**src/rtl/spi_mf_pkg.sv**
```systemverilog
package spi_mf_pkg;

  typedef enum logic [1:0] {
    A_CTRL = 2'd0,
    A_DIV  = 2'd1,
    A_STAT = 2'd2,
    A_DATA = 2'd3
  } reg_addr_e;

  typedef struct packed {
    logic ie;
    logic od;
    logic ssoe;
    logic lsb;
    logic cpha;
    logic cpol;
    logic master;
    logic en;
  } ctrl_t;

  // driver enable of one pin, honouring the open-drain option
  function automatic logic pad_oe(input logic drive, input logic val, input logic od);
    return drive & (~od | ~val);
  endfunction

endpackage

```
**src/rtl/spi_mf_sckgen.sv**
```systemverilog
module spi_mf_sckgen #(
  parameter int DIV_W = 8
) (
  input  logic             clk,
  input  logic             rst_n,
  input  logic             run,
  input  logic [DIV_W-1:0] div,
  output logic             ph,
  output logic             lead,
  output logic             trail
);
  localparam int CW = DIV_W + 1;

  logic [CW-1:0] cnt;
  logic [CW-1:0] limit;

  assign limit = {1'b0, div} + CW'(1);

  always_ff @(posedge clk or negedge rst_n) begin
    if (!rst_n) begin
      cnt <= '0; ph <= 1'b0; lead <= 1'b0; trail <= 1'b0;
    end else if (!run) begin
      cnt <= '0; ph <= 1'b0; lead <= 1'b0; trail <= 1'b0;
    end else begin
      lead  <= 1'b0;
      trail <= 1'b0;
      if (cnt == limit) begin
        cnt   <= '0;
        ph    <= ~ph;
        lead  <= ~ph;
        trail <= ph;
      end else begin
        cnt <= cnt + CW'(1);
      end
    end
  end

  // the clock phase returns to rest once the generator stops
  a_r6_idle_phase: assert property (@(posedge clk) disable iff (!rst_n)
    !run |=> (!ph && !lead && !trail));

endmodule

```
**src/rtl/spi_mf_shifter.sv**
```systemverilog
module spi_mf_shifter #(
  parameter int DW = 8
) (
  input  logic          clk,
  input  logic          rst_n,
  input  logic          off,
  input  logic          clr,
  input  logic          load,
  input  logic [DW-1:0] load_word,
  input  logic          cpha,
  input  logic          lsb_first,
  input  logic          lead,
  input  logic          trail,
  input  logic          sin,
  output logic          sout,
  output logic [DW-1:0] rx_word,
  output logic          frame_done
);
  localparam int CW = $clog2(2 * DW);
  localparam logic [CW-1:0] LAST = CW'(2 * DW - 1);

  logic [CW-1:0] ecnt;
  logic [DW-1:0] tx;
  logic edge_ev, samp, shft;

  assign edge_ev    = lead | trail;
  assign samp       = cpha ? trail : lead;
  assign shft       = (cpha ? lead : trail) && !(cpha && ecnt == '0);
  assign frame_done = edge_ev && (ecnt == LAST) && !clr && !off;
  assign sout       = lsb_first ? tx[0] : tx[DW-1];

  always_ff @(posedge clk or negedge rst_n) begin
    if (!rst_n) begin
      ecnt <= '0; tx <= '0; rx_word <= '0;
    end else if (off) begin
      ecnt <= '0; tx <= '0; rx_word <= '0;
    end else begin
      if (clr)          ecnt <= '0;
      else if (edge_ev) ecnt <= (ecnt == LAST) ? '0 : ecnt + CW'(1);

      if (load)
        tx <= load_word;
      else if (!clr && shft)
        tx <= lsb_first ? (tx >> 1) : (tx << 1);

      if (!clr && samp)
        rx_word <= lsb_first ? {sin, rx_word[DW-1:1]} : {rx_word[DW-2:0], sin};
    end
  end

  // disabled state leaves counter and transmit byte cleared
  a_r3_off_clears: assert property (@(posedge clk) disable iff (!rst_n)
    off |=> (ecnt == '0 && tx == '0));

  // the frame ends on the last edge and the count starts over
  a_r9_count_wraps: assert property (@(posedge clk) disable iff (!rst_n)
    frame_done |=> (ecnt == '0));

endmodule

```
**src/rtl/spi_mf_ctrl.sv**
```systemverilog
module spi_mf_ctrl
  import spi_mf_pkg::*;
#(
  parameter int DIV_W = 8,
  parameter int GP_W  = 2
) (
  input  logic            clk,
  input  logic            rst_n,
  input  logic            wr_en,
  input  logic            rd_en,
  input  logic [1:0]      addr,
  input  logic [7:0]      wdata,
  output logic [7:0]      rdata,
  output logic            irq,
  input  logic            sck_i,
  output logic            sck_o,
  output logic            sck_oe,
  input  logic            mosi_i,
  output logic            mosi_o,
  output logic            mosi_oe,
  input  logic            miso_i,
  output logic            miso_o,
  output logic            miso_oe,
  input  logic            ss_i,
  input  logic            ss_dir,
  output logic            ss_o,
  output logic            ss_oe,
  input  logic [GP_W-1:0] gp_val,
  input  logic [GP_W-1:0] gp_dir,
  output logic [GP_W-1:0] gp_oe
);
  localparam int FRAME_W = 8;

  ctrl_t ctrl;
  logic [DIV_W-1:0] div_q;
  logic spif, modf, arm_f, arm_m, busy;
  logic ss_m, ss_s, sck_m, sck_s, sck_d;

  logic ctrl_wr, div_wr, stat_rd, data_wr, data_acc;
  logic fault_det, start, slave_sel, drive_m;
  logic m_ph, m_lead, m_trail, s_lead, s_trail, sck_ch;
  logic eng_sout, frame_done;
  logic [FRAME_W-1:0] rx_word;

  assign ctrl_wr  = wr_en && (addr == A_CTRL);
  assign div_wr   = wr_en && (addr == A_DIV);
  assign stat_rd  = rd_en && (addr == A_STAT);
  assign data_wr  = wr_en && (addr == A_DATA);
  assign data_acc = (wr_en || rd_en) && (addr == A_DATA);

  assign fault_det = ctrl.en && ctrl.master && !ss_dir && !ss_s;
  assign start     = data_wr && ctrl.en && ctrl.master && !busy && !fault_det;
  assign slave_sel = ctrl.en && !ctrl.master && !ss_s;
  assign drive_m   = ctrl.en && ctrl.master;

  // input synchronisers for the external select and clock
  always_ff @(posedge clk or negedge rst_n) begin
    if (!rst_n) begin
      ss_m <= 1'b1; ss_s <= 1'b1; sck_m <= 1'b0; sck_s <= 1'b0; sck_d <= 1'b0;
    end else begin
      ss_m <= ss_i; ss_s <= ss_m; sck_m <= sck_i; sck_s <= sck_m; sck_d <= sck_s;
    end
  end

  assign sck_ch  = sck_s ^ sck_d;
  assign s_lead  = sck_ch && (sck_s != ctrl.cpol);
  assign s_trail = sck_ch && (sck_s == ctrl.cpol);

  // control register with fault lock-out and recovery
  always_ff @(posedge clk or negedge rst_n) begin
    if (!rst_n) begin
      ctrl <= '0; modf <= 1'b0; arm_m <= 1'b0;
    end else if (fault_det) begin
      ctrl.en <= 1'b0; ctrl.master <= 1'b0; modf <= 1'b1; arm_m <= 1'b0;
    end else begin
      if (stat_rd) arm_m <= modf;
      if (ctrl_wr) begin
        ctrl  <= ctrl_t'(wdata);
        arm_m <= 1'b0;
        if (modf) begin
          ctrl.en <= 1'b0;
          if (arm_m) modf <= 1'b0;
        end
      end
    end
  end

  always_ff @(posedge clk or negedge rst_n) begin
    if (!rst_n)      div_q <= '0;
    else if (div_wr) div_q <= wdata[DIV_W-1:0];
  end

  always_ff @(posedge clk or negedge rst_n) begin
    if (!rst_n) begin
      busy <= 1'b0; spif <= 1'b0; arm_f <= 1'b0;
    end else begin
      if (fault_det || !ctrl.en || frame_done) busy <= 1'b0;
      else if (start)                          busy <= 1'b1;

      if (frame_done)             spif <= 1'b1;
      else if (data_acc && arm_f) spif <= 1'b0;

      if (data_acc)     arm_f <= 1'b0;
      else if (stat_rd) arm_f <= spif;
    end
  end

  spi_mf_sckgen #(.DIV_W(DIV_W)) u_sckgen (
    .clk   (clk),
    .rst_n (rst_n),
    .run   (busy),
    .div   (div_q),
    .ph    (m_ph),
    .lead  (m_lead),
    .trail (m_trail)
  );

  spi_mf_shifter #(.DW(FRAME_W)) u_shifter (
    .clk        (clk),
    .rst_n      (rst_n),
    .off        (!ctrl.en),
    .clr        (ctrl.master ? !busy : !slave_sel),
    .load       (start || (data_wr && ctrl.en && !ctrl.master)),
    .load_word  (wdata),
    .cpha       (ctrl.cpha),
    .lsb_first  (ctrl.lsb),
    .lead       (ctrl.master ? m_lead  : s_lead),
    .trail      (ctrl.master ? m_trail : s_trail),
    .sin        (ctrl.master ? miso_i  : mosi_i),
    .sout       (eng_sout),
    .rx_word    (rx_word),
    .frame_done (frame_done)
  );

  // pin values and driver enables
  assign sck_o   = ctrl.cpol ^ m_ph;
  assign mosi_o  = eng_sout;
  assign miso_o  = eng_sout;
  assign ss_o    = ~busy;
  assign sck_oe  = pad_oe(drive_m, sck_o, ctrl.od);
  assign mosi_oe = pad_oe(drive_m, mosi_o, ctrl.od);
  assign miso_oe = pad_oe(slave_sel, miso_o, ctrl.od);
  assign ss_oe   = pad_oe(drive_m && ctrl.ssoe && ss_dir, ss_o, ctrl.od);

  for (genvar g = 0; g < GP_W; g++) begin : g_gp
    assign gp_oe[g] = pad_oe(gp_dir[g], gp_val[g], ctrl.od);
  end

  assign irq = ctrl.ie && (spif || modf);

  always_comb begin
    rdata = '0;
    unique case (addr)
      A_CTRL: rdata = ctrl;
      A_DIV:  rdata[DIV_W-1:0] = div_q;
      A_STAT: rdata = {spif, modf, 6'b0};
      A_DATA: rdata = rx_word;
    endcase
  end

  // a recorded fault has already left master mode and stopped the exchange
  a_r4_fault_stops: assert property (@(posedge clk) disable iff (!rst_n)
    $rose(modf) |-> (!ctrl.en && !ctrl.master && !busy));

  // enable stays off as long as the fault flag is up
  a_r5_en_masked: assert property (@(posedge clk) disable iff (!rst_n)
    modf |-> !ctrl.en);

  // the end of a frame raises the done flag
  a_r9_done_sets_flag: assert property (@(posedge clk) disable iff (!rst_n)
    frame_done |=> spif);

endmodule

```
**config.mk**
```make
export PLATFORM = sky130hd
export DESIGN_NAME = spi_mf_ctrl
export DESIGN_NICKNAME = d
export VERILOG_FILES = /design/src/rtl/spi_mf_pkg.sv /design/src/rtl/spi_mf_sckgen.sv /design/src/rtl/spi_mf_shifter.sv /design/src/rtl/spi_mf_ctrl.sv
export SDC_FILE = /design/constraint.sdc
export NUM_CORES = 1
export LEC_CHECK = 0
export BUFFER_PORTS_ARGS = -buffer_cell sky130_fd_sc_hd__buf_2
export CORE_UTILIZATION = 57
export CTS_BUF_LIST = sky130_fd_sc_hd__clkbuf_4 sky130_fd_sc_hd__clkbuf_8 sky130_fd_sc_hd__clkbuf_16
export DETAILED_ROUTE_END_ITERATION = 8
export GPL_TIMING_DRIVEN = 0
export PLACE_DENSITY = 0.84
export SLEW_MARGIN = 20
export SYNTH_ARGS = -nofsm -noshare
export SYNTH_HDL_FRONTEND = slang
export SYNTH_SLANG_ARGS = --single-unit
```
**constraint.sdc**
```tcl
create_clock -name clk -period 2.35 [get_ports clk]
set_input_delay 0.47 -clock clk [delete_from_list [all_inputs] [get_ports clk]]
set_output_delay 0.47 -clock clk [all_outputs]
set_load 0.01 [all_outputs]
```
==> metrics.md <==
| Metric | Value |
|---|---|
| Status | `completed` |
| CTS Buf Count | `9` |
| Pins over their slew limit | `0` |
| Compound-gate portion of the synthesized area | `0.175` |
| Number of synthesized register bits | `58` |
| HP Class | `in2async` |
| Tmin final | `2.25 ns` |
| Combinational cell fraction of total power | `0.270` |
| Setup_tns | `0 ns` |
| Clock Power Share | `0.304` |
| Top achievable clock speed | `0.444 GHz` |
| Finished Layout Cells | `472` |
| DRT Wirelength | `8570 um` |
| Die Width | `78.9 um` |
| Antenna Nets Post-Route | `0` |
| IO Count | `42` |
| Root buf cell | `clkbuf_8` |
| Via-to-Cell Ratio | `6.19` |
| Post-synth top flop | `dfrtp_1` |
| Synthesized instance count | `344` |
| Async set or reset register ratio after synthesis | `1.00` |
| Post-synthesis simple-gate area fraction | `0.184` |
| Tightest Pin Transition | `0.748 ns` |
| DR vias | `2920` |
| GRT Util Overall | `0.302` |
| Switching power of the nets | `1.05 mW` |
| R2r setup slk | `0.17 ns` |
| Number of buffers and inverters on the critical path | `2` |
| Largest net degree at the start of global routing | `59` |
| Fin area | `3860 um^2` |
| Nets | `422` |
| Peak supply drop | `0.517 mV` |
| Setup crit end | `ss_oe` |
| Worst r2r src | `ctrl[0]$_DFFE_PN0P_` |
| Initial DRC count | `263` |
| Initial antenna violation count | `0` |
| Syn Nets | `371` |
| Mapped Area | `3370 um^2` |
| Internal Pwr Total | `1.83 mW` |
| WL per Instance | `18.2 um` |
| Static leakage power | `1.66 nW` |
| WL met3 | `523 um` |
| CTS tree | `done` |
| Layout cells sized above 1 | `0.240` |
| DP Area | `3670 um^2` |
| Global-route wire length before repair | `14100 um` |
| Final Hold Slack | `0.164 ns` |
| Reg clk slew, reported paths | `0.07 ns` |
| Multi-input logic area | `1780 um^2` |
| Core Area | `5610 um^2` |
| Clock Latency Late Sink | `0.36 ns` |
| Met1 wire length | `3710 um` |
| N_diodes | `0` |
| DRC | `0` |
| Adder-cell area share of the yosys netlist | `0.0148` |
| First-pass iteration count of the detailed router | `5` |
| Worst setup SP type | `register` |
| Cts hold-fix bufs | `0` |
| Crit. path cell count | `4` |
| H-tree levels | `3` |
| Port bufs | `41` |
| Post-synthesis mux area share | `0.108` |
| Num rows | `27` |
| Area growth from synthesis to final layout | `14.5%` |
| Worst Setup Path Type | `reg2out` |
| Slowest-stage cell, CP | `dfrtp_1` |
| Grt ovf | `0` |
| Yosys cell types | `55` |
| R2R cell count | `5` |
| Final HPWL DP | `6080 um` |
| Fin crit share | `0.958` |
| Clk sink count | `58` |
| Sw Ratio | `0.366` |
| Main combinational cell family by area after synthesis | `simple AND/OR/NAND/NOR gates` |
| Post-synthesis sequential area ratio | `0.431` |
| Cell chain of the critical path | `clkbuf_2 -> nand4_1 -> a21oi_1 -> buf_2` |
| Register share of total power | `0.426` |
| Max_slew headroom | `0.500` |
| DR WL met2 | `3960 um` |
| Die Y | `78.9 um` |
| Max_cap viols | `0` |
| Beginning of the critical path | `ctrl[0]$_DFFE_PN0P_` |
| Initial Utilization | `0.602` |
| Final Skew | `0.0133 ns` |
| P per Cell Area | `747 nW/um^2` |
| Top Layer Used | `met4` |
| CP Max Fanout | `14` |
| Final count of hold timing violations | `0` |
| RSZ-0062 raised after global routing | `no` |
| Post-Synth XOR/XNOR Area | `0.0467` |
| Setup-failing EPs final | `0` |
| Vias in the first global route | `2858` |
| Post-synth EDFFs | `0` |
| Crit path DAT | `1.78 ns` |
| Die Area | `6230 um^2` |
| Post-Place Cells | `457` |
| Largest delay contributor family on the critical path | `flip-flops` |
| Crit. End Element | `primary output` |
| Register area | `1450 um^2` |
| Synth warnings | `0` |
| # fillers | `450` |
| Syn_area_per_cell | `9.81 um^2` |
| RR Endpoint | `ctrl[2]$_DFFE_PN0P_` |
| CP required | `1.88 ns` |
| Clock Tree Buf Depth | `2` |
| Max incr delay on CP | `0.64 ns` |
| Final GP Congestion | `0.934` |
## metal layers
metal | GRT usage | up-vias
met2 | 0.468 | 113
met1 | 0.380 | 1404
met3 | 0.0816 | 30
met4 | 0.176 | 0
met5 | 0 | -
li1 | - | 1373
## per-stage QoR
step / power [mW] / util / setup slack, ns
2_1_floorplan: 1.75 / - / 0.398
3_3_place_gp: 1.98 / 0.654 / 0.188
3_5_place_dp: 2.01 / 0.655 / 0.126
4_1_cts: 2.89 / 0.688 / 0.0506
5_1_grt: 3.03 / 0.689 / 0.0190
6_report: 2.88 / 0.689 / 0.0981
## placed cells by master, fill, tap and decap left out, types with 3 or more instances in the layout
| cell type | count |
|---|---|
| dfrtp_1 | 56 |
| nand3_1 | 8 |
| o221ai_1 | 6 |
| nor2_1 | 29 |
| buf_2 | 46 |
| mux2i_1 | 16 |
| nand2b_1 | 8 |
| nor2b_1 | 4 |
| nor3b_1 | 6 |
| a211oi_1 | 7 |
| nand4_1 | 6 |
| xor2_1 | 9 |
| a31oi_1 | 7 |
| o21ai_0 | 22 |
| o2111ai_1 | 13 |
| nor3_1 | 7 |
| xnor2_1 | 9 |
| clkbuf_8 | 10 |
| buf_6 | 3 |
| nand2_1 | 37 |
| and3_1 | 5 |
| ha_1 | 4 |
| clkbuf_1 | 6 |
| buf_4 | 3 |
| mux2_2 | 14 |
| a21oi_1 | 8 |
| inv_1 | 6 |
## sequential cells by signal, indices dropped and copies added (netlist names), 4 cells and up
| register | cells |
|---|---|
| u_shifter.ecnt | 4 |
| div_q | 8 |
| u_shifter.tx | 8 |
| ctrl | 8 |
| u_shifter.rx_word | 8 |
| u_sckgen.cnt | 9 |
## power groups by stage
stage | Clock (mW) | Combinational [mW] | Sequential, mW
3_5_place_dp | 0 | 0.790 | 1.22
4_1_cts | 0.893 | 0.778 | 1.22
3_3_place_gp | 0 | 0.765 | 1.21
6_report | 0.878 | 0.777 | 1.23
5_1_grt | 0.927 | 0.856 | 1.24
2_1_floorplan | 0 | 0.565 | 1.18
## worst min-delay path by stage
stage / start / to / cells past startpoint
finish: rst_n / u_shifter.ecnt[0]$_DFFE_PN0P_ / 1
detailed placement: sck_m$_DFF_PN0_ / sck_s$_DFF_PN0_ / 0
global placement: sck_m$_DFF_PN0_ / sck_s$_DFF_PN0_ / 0
floorplan: rst_n / arm_f$_DFFE_PN0P_ / 0
global route: ss_i / ss_m$_DFF_PN1_ / 1
CTS: rst_n / ctrl[1]$_DFFE_PN0P_ / 1
## worst register-to-register path, cell delays in order (launching register included)
cell and delay (ns):
dfrtp_1 0.64, nand2_1 0.23, nor3_1 0.57, nor2b_1 0.10
buf_2 0.23, mux2_2 0.30
## cell type report
class	count	share of cell area
Multi-Input combinational cell	258	0.461
Sequential cell	58	0.377
Timing Repair Buffer	42	0.0557
Clock buffer	10	0.0356
Buffer	19	0.0279
Tap cell	72	0.0233
Clock inverter	6	0.0130
Inverter	7	0.00680
## synth_stat cells, drive strengths merged (2+ instances only)
master    n  area share
nand2    37       0.041
o31ai     2      0.0059
mux2     14       0.047
xor2      9       0.023
dfstp     2       0.016
o221ai    6       0.016
o2111ai  14       0.038
clkbuf   10       0.011
a21boi    3      0.0067
nand2b    8       0.015
dfrtp    56        0.42
nand3     8       0.012
nor2b     4      0.0074
ha        4       0.015
nor3      7       0.010
and3      6       0.013
nor3b     6       0.013
nand4     6       0.011
nand4b    2      0.0052
nor2     29       0.032
mux2i    16       0.047
mux4      2       0.013
or4       2      0.0056
xnor2     9       0.023
a211oi    7       0.016
inv       6      0.0067
a21oi     9       0.014
and3b     2      0.0052
buf      11       0.022
a31oi     7       0.013
o311ai    2      0.0052
o21a      2      0.0044
o21ai    22       0.033
and2      2      0.0037
## what timing repair did
item                       4_1_cts  5_1_grt
buffers inserted                 0        1
pin swaps                        0        1
resized for setup                1        2
setup endpoints to repair        1        6
## cells by family after synthesis
group / count (synthesis)
and+or+nand+nor: 123
muxes: 32
DFF: 58
adders and majority gates: 4
buffers and inverters: 28
AOI/OAI and AO/OA: 81
xor gates and xnor gates: 18
(Power assumes the default switching activity.)
